`config.mk`:
```
export PLATFORM = sky130hd
export DESIGN_NAME = fetch_status_ctrl
export DESIGN_NICKNAME = d
export VERILOG_FILES = /design/src/rtl/fsc_pkg.sv /design/src/rtl/fsc_stall_bits.sv /design/src/rtl/fsc_thread_fsm.sv /design/src/rtl/fsc_activity.sv /design/src/rtl/fetch_status_ctrl.sv
export SDC_FILE = /design/constraint.sdc
export NUM_CORES = 1
export LEC_CHECK = 0
export ABC_AREA = 1
export BUFFER_PORTS_ARGS = -buffer_cell sky130_fd_sc_hd__clkbuf_2
export CAP_MARGIN = 30
export CELL_PAD_IN_SITES_DETAIL_PLACEMENT = 2
export CELL_PAD_IN_SITES_GLOBAL_PLACEMENT = 2
export CORE_AREA = 4 4 337 339
export CTS_CLUSTER_DIAMETER = 100
export CTS_CLUSTER_SIZE = 40
export DETAILED_ROUTE_END_ITERATION = 10
export DIE_AREA = 0 0 341 343
export GPL_TIMING_DRIVEN = 0
export PLACE_DENSITY_LB_ADDON = 0.05
export SYNTH_ARGS = -nofsm -noshare
export SYNTH_HDL_FRONTEND = slang
export SYNTH_HIERARCHICAL = 1
export SYNTH_SLANG_ARGS = --single-unit
export TNS_END_PERCENT = 50
```
`constraint.sdc`:
```
create_clock -name clk -period 2.7 [get_ports clk]
set_clock_uncertainty 0.05 [all_clocks]
set_input_delay 0.54 -clock clk [delete_from_list [all_inputs] [get_ports clk]]
set_output_delay 0.54 -clock clk [all_outputs]
set_load 0.01 [all_outputs]
```
`src/rtl/fsc_pkg.sv`:
```
// Shared types for the fetch status controller.
// Assumes: status codes and event codes are fixed and visible at the ports.
package fsc_pkg;

    typedef enum logic [3:0] {
        ST_RUN        = 4'd0,
        ST_IDLE       = 4'd1,
        ST_SQUASH     = 4'd2,
        ST_BLOCKED    = 4'd3,
        ST_WAIT_RESP  = 4'd4,
        ST_WAIT_RETRY = 4'd5,
        ST_ACC_DONE   = 4'd6,
        ST_TRAP       = 4'd7,
        ST_QUIESCE    = 4'd8
    } fstat_e;

    typedef enum logic [2:0] {
        EV_NONE       = 3'd0,
        EV_REQ_SENT   = 3'd1,
        EV_REQ_REJECT = 3'd2,
        EV_RETRY_SENT = 3'd3,
        EV_RESP       = 3'd4,
        EV_TRAP       = 3'd5,
        EV_QUIESCE    = 3'd6,
        EV_IDLE       = 3'd7
    } fevt_e;

    localparam int NUM_STAGES = 4;
    localparam int ST_W       = 4;

    // True for statuses that keep the fetch stage busy.
    function automatic logic is_live(fstat_e s);
        return (s == ST_RUN) || (s == ST_SQUASH) || (s == ST_ACC_DONE);
    endfunction

endpackage

```
`src/rtl/fsc_stall_bits.sv`:
```
// Sticky stall bits of one thread.
// Bit order: 0 decode, 1 rename, 2 execute, 3 commit.
// Assumes: block/unblock are single-cycle pulses. An illegal unblock is flagged
// (registered) and the bit still ends cleared.
module fsc_stall_bits
    import fsc_pkg::*;
(
    input  logic                  clk,
    input  logic                  rst_n,
    input  logic [NUM_STAGES-1:0] blk,
    input  logic [NUM_STAGES-1:0] unblk,
    output logic [NUM_STAGES-1:0] stall_q,
    output logic [NUM_STAGES-1:0] stall_nxt,
    output logic                  err_q
);

    // Next value of the bits: set by block, cleared by unblock.
    always_comb stall_nxt = (stall_q | blk) & ~unblk;

    // Hold the bits and the protocol error flag.
    always_ff @(posedge clk) begin
        if (!rst_n) begin
            stall_q <= '0;
            err_q   <= 1'b0;
        end else begin
            stall_q <= stall_nxt;
            err_q   <= |(unblk & (~stall_q | blk));
        end
    end

    assert_block_sets_R1: assert property (@(posedge clk) disable iff (!rst_n)
        ((blk != '0) && (unblk == '0)) |=> ((stall_q & $past(blk)) == $past(blk)));

    assert_unblock_clears_R1: assert property (@(posedge clk) disable iff (!rst_n)
        (unblk != '0) |=> ((stall_q & $past(unblk)) == '0));

endmodule

```
`src/rtl/fsc_thread_fsm.sv`:
```
// Status machine of one thread, with its captured redirect PC pair.
// Priority: commit squash, parked hold/wake, still-squash, decode squash,
// stall, recovery to Running, fetch selection, datapath event.
// Assumes: stall_any already folds in this cycle's block/unblock pulses.
module fsc_thread_fsm
    import fsc_pkg::*;
#(
    parameter int PC_W  = 32,
    parameter bit IS_T0 = 1'b0
)(
    input  logic            clk,
    input  logic            rst_n,
    input  logic            stall_any,
    input  logic            cmt_sq,
    input  logic [PC_W-1:0] cmt_pc,
    input  logic [PC_W-1:0] cmt_npc,
    input  logic            still_sq,
    input  logic            dec_sq,
    input  logic [PC_W-1:0] dec_pc,
    input  logic [PC_W-1:0] dec_npc,
    input  logic            evt_hit,
    input  logic [2:0]      evt_code,
    input  logic            sel_hit,
    input  logic            wake,
    output fstat_e          st_q,
    output fstat_e          st_nxt,
    output logic [PC_W-1:0] pc_q,
    output logic [PC_W-1:0] npc_q,
    output logic            upd
);

    logic parked;
    logic ld_cmt;
    logic ld_dec;
    logic wake_ok;

    assign parked  = (st_q == ST_TRAP) || (st_q == ST_QUIESCE);
    assign wake_ok = wake && IS_T0;

    // Resolve the next status in fixed priority order.
    always_comb begin
        st_nxt = st_q;
        upd    = 1'b0;
        ld_cmt = 1'b0;
        ld_dec = 1'b0;
        if (cmt_sq) begin
            st_nxt = ST_SQUASH;
            upd    = 1'b1;
            ld_cmt = 1'b1;
        end else if (parked) begin
            if (wake_ok) begin
                st_nxt = ST_RUN;
                upd    = 1'b1;
            end
        end else if (still_sq) begin
            st_nxt = ST_SQUASH;
            upd    = 1'b1;
        end else if (dec_sq && (st_q != ST_SQUASH)) begin
            st_nxt = ST_SQUASH;
            upd    = 1'b1;
            ld_dec = 1'b1;
        end else if (stall_any && (st_q != ST_WAIT_RESP) && (st_q != ST_WAIT_RETRY)) begin
            st_nxt = ST_BLOCKED;
            upd    = 1'b1;
        end else if ((st_q == ST_BLOCKED) || (st_q == ST_SQUASH)) begin
            st_nxt = ST_RUN;
            upd    = 1'b1;
        end else if (sel_hit && (st_q == ST_ACC_DONE)) begin
            st_nxt = ST_RUN;
            upd    = 1'b1;
        end else if (evt_hit) begin
            unique case (fevt_e'(evt_code))
                EV_REQ_SENT: if (st_q == ST_RUN) begin
                    st_nxt = ST_WAIT_RESP;
                    upd    = 1'b1;
                end
                EV_REQ_REJECT: if (st_q == ST_RUN) begin
                    st_nxt = ST_WAIT_RETRY;
                    upd    = 1'b1;
                end
                EV_RETRY_SENT: if (st_q == ST_WAIT_RETRY) begin
                    st_nxt = ST_WAIT_RESP;
                    upd    = 1'b1;
                end
                EV_RESP: if (st_q == ST_WAIT_RESP) begin
                    st_nxt = stall_any ? ST_BLOCKED : ST_ACC_DONE;
                    upd    = 1'b1;
                end
                EV_TRAP: if (st_q == ST_RUN) begin
                    st_nxt = ST_TRAP;
                    upd    = 1'b1;
                end
                EV_QUIESCE: if (st_q == ST_RUN) begin
                    st_nxt = ST_QUIESCE;
                    upd    = 1'b1;
                end
                EV_IDLE: if (st_q == ST_RUN) begin
                    st_nxt = ST_IDLE;
                    upd    = 1'b1;
                end
                default: ;
            endcase
        end
    end

    // Register the status and capture the redirect pair of an accepted squash.
    always_ff @(posedge clk) begin
        if (!rst_n) begin
            st_q  <= ST_RUN;
            pc_q  <= '0;
            npc_q <= '0;
        end else begin
            st_q <= st_nxt;
            if (ld_cmt) begin
                pc_q  <= cmt_pc;
                npc_q <= cmt_npc;
            end else if (ld_dec) begin
                pc_q  <= dec_pc;
                npc_q <= dec_npc;
            end
        end
    end

    assert_cmt_squash_R2: assert property (@(posedge clk) disable iff (!rst_n)
        cmt_sq |=> (st_q == ST_SQUASH) && (pc_q == $past(cmt_pc)) && (npc_q == $past(cmt_npc)));

    assert_dec_in_squash_R4: assert property (@(posedge clk) disable iff (!rst_n)
        ((st_q == ST_SQUASH) && dec_sq && !cmt_sq) |=> ($stable(pc_q) && $stable(npc_q)));

    assert_wait_not_blocked_R5: assert property (@(posedge clk) disable iff (!rst_n)
        ((st_q == ST_WAIT_RESP) && !cmt_sq && !still_sq && !dec_sq && !evt_hit) |=> (st_q == ST_WAIT_RESP));

    assert_parked_hold_R9: assert property (@(posedge clk) disable iff (!rst_n)
        (parked && !cmt_sq && !wake_ok) |=> $stable(st_q));

endmodule

```
`src/rtl/fsc_activity.sv`:
```
// Stage activity tracker: registered busy flag with edge pulses.
// Assumes: st_nxt holds every thread's next status, 4 bits per thread.
module fsc_activity
    import fsc_pkg::*;
#(
    parameter int NUM_THREADS = 4
)(
    input  logic                        clk,
    input  logic                        rst_n,
    input  logic [NUM_THREADS-1:0]      active,
    input  logic [NUM_THREADS*ST_W-1:0] st_nxt,
    output logic                        busy_q,
    output logic                        act_q,
    output logic                        deact_q
);

    logic [NUM_THREADS-1:0] live;
    logic                   busy_nxt;

    // Mark threads whose next status keeps the stage busy.
    always_comb begin
        for (int t = 0; t < NUM_THREADS; t++) begin
            live[t] = active[t] && is_live(fstat_e'(st_nxt[t*ST_W +: ST_W]));
        end
        busy_nxt = |live;
    end

    // Register the busy flag and emit pulses only on its transitions.
    always_ff @(posedge clk) begin
        if (!rst_n) begin
            busy_q  <= 1'b0;
            act_q   <= 1'b0;
            deact_q <= 1'b0;
        end else begin
            busy_q  <= busy_nxt;
            act_q   <= busy_nxt && !busy_q;
            deact_q <= !busy_nxt && busy_q;
        end
    end

    assert_activate_edge_R10: assert property (@(posedge clk) disable iff (!rst_n)
        act_q |-> (busy_q && !$past(busy_q)));

    assert_deactivate_edge_R10: assert property (@(posedge clk) disable iff (!rst_n)
        deact_q |-> (!busy_q && $past(busy_q)));

endmodule

```
`src/rtl/fetch_status_ctrl.sv`:
```
// Per-thread fetch status controller, top level.
// One stall bank and one status machine per thread, plus a stage activity tracker.
// Assumes: all request inputs are single-cycle pulses sampled at the rising edge.
module fetch_status_ctrl
    import fsc_pkg::*;
#(
    parameter int NUM_THREADS = 4,
    parameter int PC_W        = 32,
    localparam int TID_W      = (NUM_THREADS > 1) ? $clog2(NUM_THREADS) : 1
)(
    input  logic                          clk,
    input  logic                          rst_n,
    input  logic [NUM_THREADS-1:0]        thread_active,
    input  logic [NUM_THREADS-1:0]        dec_block,
    input  logic [NUM_THREADS-1:0]        dec_unblock,
    input  logic [NUM_THREADS-1:0]        ren_block,
    input  logic [NUM_THREADS-1:0]        ren_unblock,
    input  logic [NUM_THREADS-1:0]        exe_block,
    input  logic [NUM_THREADS-1:0]        exe_unblock,
    input  logic [NUM_THREADS-1:0]        cmt_block,
    input  logic [NUM_THREADS-1:0]        cmt_unblock,
    input  logic                          ctx_switch_stall,
    input  logic [NUM_THREADS-1:0]        cmt_squash,
    input  logic [NUM_THREADS*PC_W-1:0]   cmt_pc,
    input  logic [NUM_THREADS*PC_W-1:0]   cmt_npc,
    input  logic [NUM_THREADS-1:0]        cmt_still_squash,
    input  logic [NUM_THREADS-1:0]        dec_squash,
    input  logic [NUM_THREADS*PC_W-1:0]   dec_pc,
    input  logic [NUM_THREADS*PC_W-1:0]   dec_npc,
    input  logic                          evt_valid,
    input  logic [TID_W-1:0]              evt_tid,
    input  logic [2:0]                    evt_code,
    input  logic                          sel_valid,
    input  logic [TID_W-1:0]              sel_tid,
    input  logic                          wake_t0,
    output logic [NUM_THREADS*ST_W-1:0]   thread_status,
    output logic [NUM_THREADS*NUM_STAGES-1:0] stall_bits,
    output logic [NUM_THREADS*PC_W-1:0]   redirect_pc,
    output logic [NUM_THREADS*PC_W-1:0]   redirect_npc,
    output logic                          proto_err,
    output logic                          status_changed,
    output logic                          stage_active,
    output logic                          stage_activate,
    output logic                          stage_deactivate
);

    logic [NUM_THREADS-1:0]        upd_vec;
    logic [NUM_THREADS-1:0]        err_vec;
    logic [NUM_THREADS*ST_W-1:0]   st_nxt_flat;

    generate
        for (genvar t = 0; t < NUM_THREADS; t++) begin : g_thr
            logic [NUM_STAGES-1:0] blk;
            logic [NUM_STAGES-1:0] unblk;
            logic [NUM_STAGES-1:0] stall_q;
            logic [NUM_STAGES-1:0] stall_nxt;
            fstat_e                st_q;
            fstat_e                st_n;

            assign blk   = {cmt_block[t],   exe_block[t],   ren_block[t],   dec_block[t]};
            assign unblk = {cmt_unblock[t], exe_unblock[t], ren_unblock[t], dec_unblock[t]};

            fsc_stall_bits u_stall (
                .clk       (clk),
                .rst_n     (rst_n),
                .blk       (blk),
                .unblk     (unblk),
                .stall_q   (stall_q),
                .stall_nxt (stall_nxt),
                .err_q     (err_vec[t])
            );

            fsc_thread_fsm #(
                .PC_W  (PC_W),
                .IS_T0 (t == 0)
            ) u_fsm (
                .clk       (clk),
                .rst_n     (rst_n),
                .stall_any ((|stall_nxt) || ctx_switch_stall),
                .cmt_sq    (cmt_squash[t]),
                .cmt_pc    (cmt_pc[t*PC_W +: PC_W]),
                .cmt_npc   (cmt_npc[t*PC_W +: PC_W]),
                .still_sq  (cmt_still_squash[t]),
                .dec_sq    (dec_squash[t]),
                .dec_pc    (dec_pc[t*PC_W +: PC_W]),
                .dec_npc   (dec_npc[t*PC_W +: PC_W]),
                .evt_hit   (evt_valid && (evt_tid == TID_W'(t))),
                .evt_code  (evt_code),
                .sel_hit   (sel_valid && (sel_tid == TID_W'(t))),
                .wake      (wake_t0),
                .st_q      (st_q),
                .st_nxt    (st_n),
                .pc_q      (redirect_pc[t*PC_W +: PC_W]),
                .npc_q     (redirect_npc[t*PC_W +: PC_W]),
                .upd       (upd_vec[t])
            );

            assign thread_status[t*ST_W +: ST_W]             = st_q;
            assign st_nxt_flat[t*ST_W +: ST_W]               = st_n;
            assign stall_bits[t*NUM_STAGES +: NUM_STAGES]    = stall_q;
        end
    endgenerate

    assign proto_err = |err_vec;

    // Record whether any thread's status was updated this cycle.
    always_ff @(posedge clk) begin
        if (!rst_n) status_changed <= 1'b0;
        else        status_changed <= |upd_vec;
    end

    fsc_activity #(
        .NUM_THREADS (NUM_THREADS)
    ) u_act (
        .clk     (clk),
        .rst_n   (rst_n),
        .active  (thread_active),
        .st_nxt  (st_nxt_flat),
        .busy_q  (stage_active),
        .act_q   (stage_activate),
        .deact_q (stage_deactivate)
    );

    assert_quiet_keeps_status_R11: assert property (@(posedge clk) disable iff (!rst_n)
        (upd_vec == '0) |=> ($stable(thread_status) && !status_changed));

    assert_ctx_blocks_running_R5: assert property (@(posedge clk) disable iff (!rst_n)
        (ctx_switch_stall && (cmt_squash == '0) && (cmt_still_squash == '0) && (dec_squash == '0)
         && (thread_status[ST_W-1:0] == ST_RUN)) |=> (thread_status[ST_W-1:0] == ST_BLOCKED));

endmodule

```
==> results list <==
- The run finished with clean final reports.
- After detailed routing, the average wire length per cell comes to 19.4 um.
- Count of flip-flops with a built-in enable after synthesis: 0
- Clock tree from TritonCTS: built
- TritonCTS sink count: 296
- Largest cells by area after synthesis: dfxtp_1, nand2_1, nor2_1
- The worst setup path is captured at a flip-flop.
- The most used flip-flop cell after synthesis is dfxtp_1.
- Max-cap violations: 0
* DRC violation count after routing: 0
- Minimum period implied by the final worst setup slack: 2420 ps
- Die area: 117000 um^2
* Yosys cell types: 30
- Data arrives at the worst endpoint at 2910 ps.
- Worst hold path class: input pin to flip-flop
* Leak pwr: 12.1 nW
- Cell row count: 122
- The largest individual stage delay along the critical path comes from the cell dfxtp_1.
* Total cell area at the placement stage: 21400 um^2
- Max Fanout on Critical Path: 3
- The final layout contains routed wiring with a total length of 95.8 mm.
* Post-route ant nets: 0
- Max incr delay on CP: 330 ps
* Series of cell instances along the critical path: nor2_1 > nor2_1 > nor3_1 > nand2_1 > nand3_1 > nand2_1 > nor2_1 > nand3_1 > nand2_1 > inv_1 > nor2_1 > nand2_1 > nand3_2 > nand2_1 > nor2_2 > nand2_1 > nor2_1
* Core area: 110000 um^2
- The synthesized netlist occupies a cell area of 15200 um^2.
- Entering global routing, the biggest net connects 29 pins.
- Most area-hungry cell type in the Yosys netlist: dfxtp_1
- Element type at the critical path start: flip-flop
- The clock reaches the later pin of the worst-skew pair after 610 ps.
* Cell occurring most often along the worst timing path: nand2_1
* Remaining global-route overflow: 0
* Category of the critical setup timing path: flip-flop to flip-flop
- Total iterations of the first detailed-routing run: 4
- Required arrival time at the worst endpoint: 3200 ps
- After routing the design area is 22500 um^2.
- Final setup vio count: 0
- First-pass GRT wire length: 138 mm
* Initial standard-cell utilization of the core: 13.8%
- The design draws 12.3 mW.
* Number of DRC markers after the initial detailed-route iteration: 431
- Worst-case vdd ir drop: 0.443 mV
- Port buffering added 862 buffers.
- Most common cell in the synthesized netlist: nand2_1
* Antenna violations before repair: 30
* Clk buf depth: 3
- At the pin with the least slew margin, the transition time is 804 ps.
- Post-route fraction of the period consumed by the critical path: 89.5%
- After synthesis, the most frequently instantiated cells are nand2_1, nor2_1, dfxtp_1.
- The die is 341 um wide.
* GR Util All Layers: 15.6%
* Share of layout cells above drive strength 1: 30.1%
- From synthesis to final layout, the design area changed by 48.1%.
- The final count of hold timing violations was 0.
- Power spread over the standard cell area amounts to 546 nW/um^2.
- After clock tree synthesis, the clock-pin slew on the worst setup and hold paths is 90 ps.
- Half-perimeter wire length of the detailed placement result: 81.5 mm
* FF+latch count, synth: 296
- Number of warnings issued by yosys: 6
- The die is 343 um tall.
- A synthesized cell averages 6.04 um^2.
* Top-Level Pins: 866
- Normalized max-slew margin: 46.4%
* Yosys top cell area share: 38.9%
* Sequential area share after synthesis: 38.9%
- The number of nets in the synthesized netlist is 3092.
- In the final design database the tool counted 3985 nets.
- The number of clock buffers added by TritonCTS is 29.
- In the synthesized netlist the async set-or-reset flop fraction comes to 0%.
- Gate Count Post-Synth: 2519
* DR vias: 19300
- The final max-slew violation count was 0.
- For this design, the CTS-stage hold fixing added 0 buffers.
* Count of filler cells inserted in the layout: 13700
* GP Congestion: 0.795
* Vias in the first global route: 22000
- Max Fclk: 0.414 GHz
- Setup TNS: 0 ps
* Detail-routed via count per cell: 3.91
* Maximum level of the CTS H-tree: 1
- Clk root buf: clkbuf_16
## cells by family after synthesis
| group | Yosys count | synth area share, % |
|---|---|---|
| buf+inv | 245 | 8.08 |
| flops | 296 | 38.9 |
| compound gates | 290 | 9.70 |
| simple gates | 1688 | 43.3 |
## registers in the layout, summed over array words and instances, names as in the netlist
name / count
g_thr.u_fsm/npc_q: 128
u_act/busy_q: 1
g_thr.u_stall/stall_q: 16
u_act/deact_q: 1
g_thr.u_fsm/st_q: 16
u_act/act_q: 1
status_changed: 1
g_thr.u_stall/err_q: 4
g_thr.u_fsm/pc_q: 128
## timing repair
item,4_1_cts,5_1_grt
setup buffers,0,0
gates resized for setup,1,10
pin swaps,0,1
setup endpoints to repair,1,3
## power breakdown
part           internal (mW)  total (mW)  leakage (nW)  switching, mW
Clock                   2.29        4.67         0.514           2.38
Sequential              4.71        4.92          2.46          0.205
Combinational           1.03        2.72          9.08           1.68
## layout make-up
class	instances	area, um^2	share of cell area [%]
flip-flops and latches	296	5930	26.3
well taps	1488	1860	8.26
diodes	22	55.1	0.244
clock inverters	23	303	1.34
clock buffers	31	753	3.34
repair buffers	862	4310	19.1
plain buffers	139	830	3.68
inverters	106	400	1.78
multi-input cells	1978	8090	35.9
## metrics by stage
step	instances	setup slack, ps	hold slack (ps)	utilization (%)
4_1_cts	4923	11.2	0.840	20.3
3_5_place_dp	4869	-404	419	19.4
5_1_grt	4937	-4.00	22.1	20.4
3_3_place_gp	4869	-296	399	19.4
6_report	4945	283	75.6	20.4
2_1_floorplan	2519	639	423	-
## final timing paths
check	from	end	slack, ps	cells past startpoint
max	g_thr[3].u_stall/stall_q[0]$_SDFF_PN0_	u_act/deact_q$_SDFF_PN0_	280	17
min	cmt_unblock[2]	g_thr[2].u_stall/stall_q[3]$_SDFF_PN0_	80	2
max reg2reg	g_thr[3].u_stall/stall_q[0]$_SDFF_PN0_	u_act/deact_q$_SDFF_PN0_	280	17
min reg2reg	u_act/busy_q$_SDFF_PN0_	u_act/deact_q$_SDFF_PN0_	430	2
## critical path: cells and delay by family (launching register included)
family	cells	cell delay, ps
buffers and inverters	1	50
flip-flops	1	330
AND/OR/NAND/NOR	16	1920
## layer usage
layer  vias to the layer above  share of wire (%)  global-route usage (%)
li1                       9600                  -                       -
met1                      9183                 36                    15.6
met2                       443                 54                    30.7
met3                       105                6.7                    4.77
met4                        16                3.0                    4.69
met5                         -               0.10                       0
## cells in the final DEF, fill, tap and decap left out, types with 4 or more instances in the layout
master     Yosys  final
nand2_1      951    948
clkbuf_2       0    862
nor2_1       638    636
dfxtp_1      296    296
o21ai_1      239    241
inv_1         83     83
clkbuf_1      67     67
nor3_1        33     31
o21ai_0       33     31
clkbuf_16      0     29
buf_6         28     28
nand3_1       29     27
buf_4         23     23
diode_2        0     22
inv_2         22     22
buf_1         14     14
nor3_2        11     13
nand4_1       11     11
a21oi_1        9      9
nand2_2        4      7
inv_8          0      7
buf_2          6      6
nor2_2         4      6
clkinv_8       0      5
inv_6          0      4
nor2_4         4      4
Note: power is estimated with default switching activity, not from simulation.
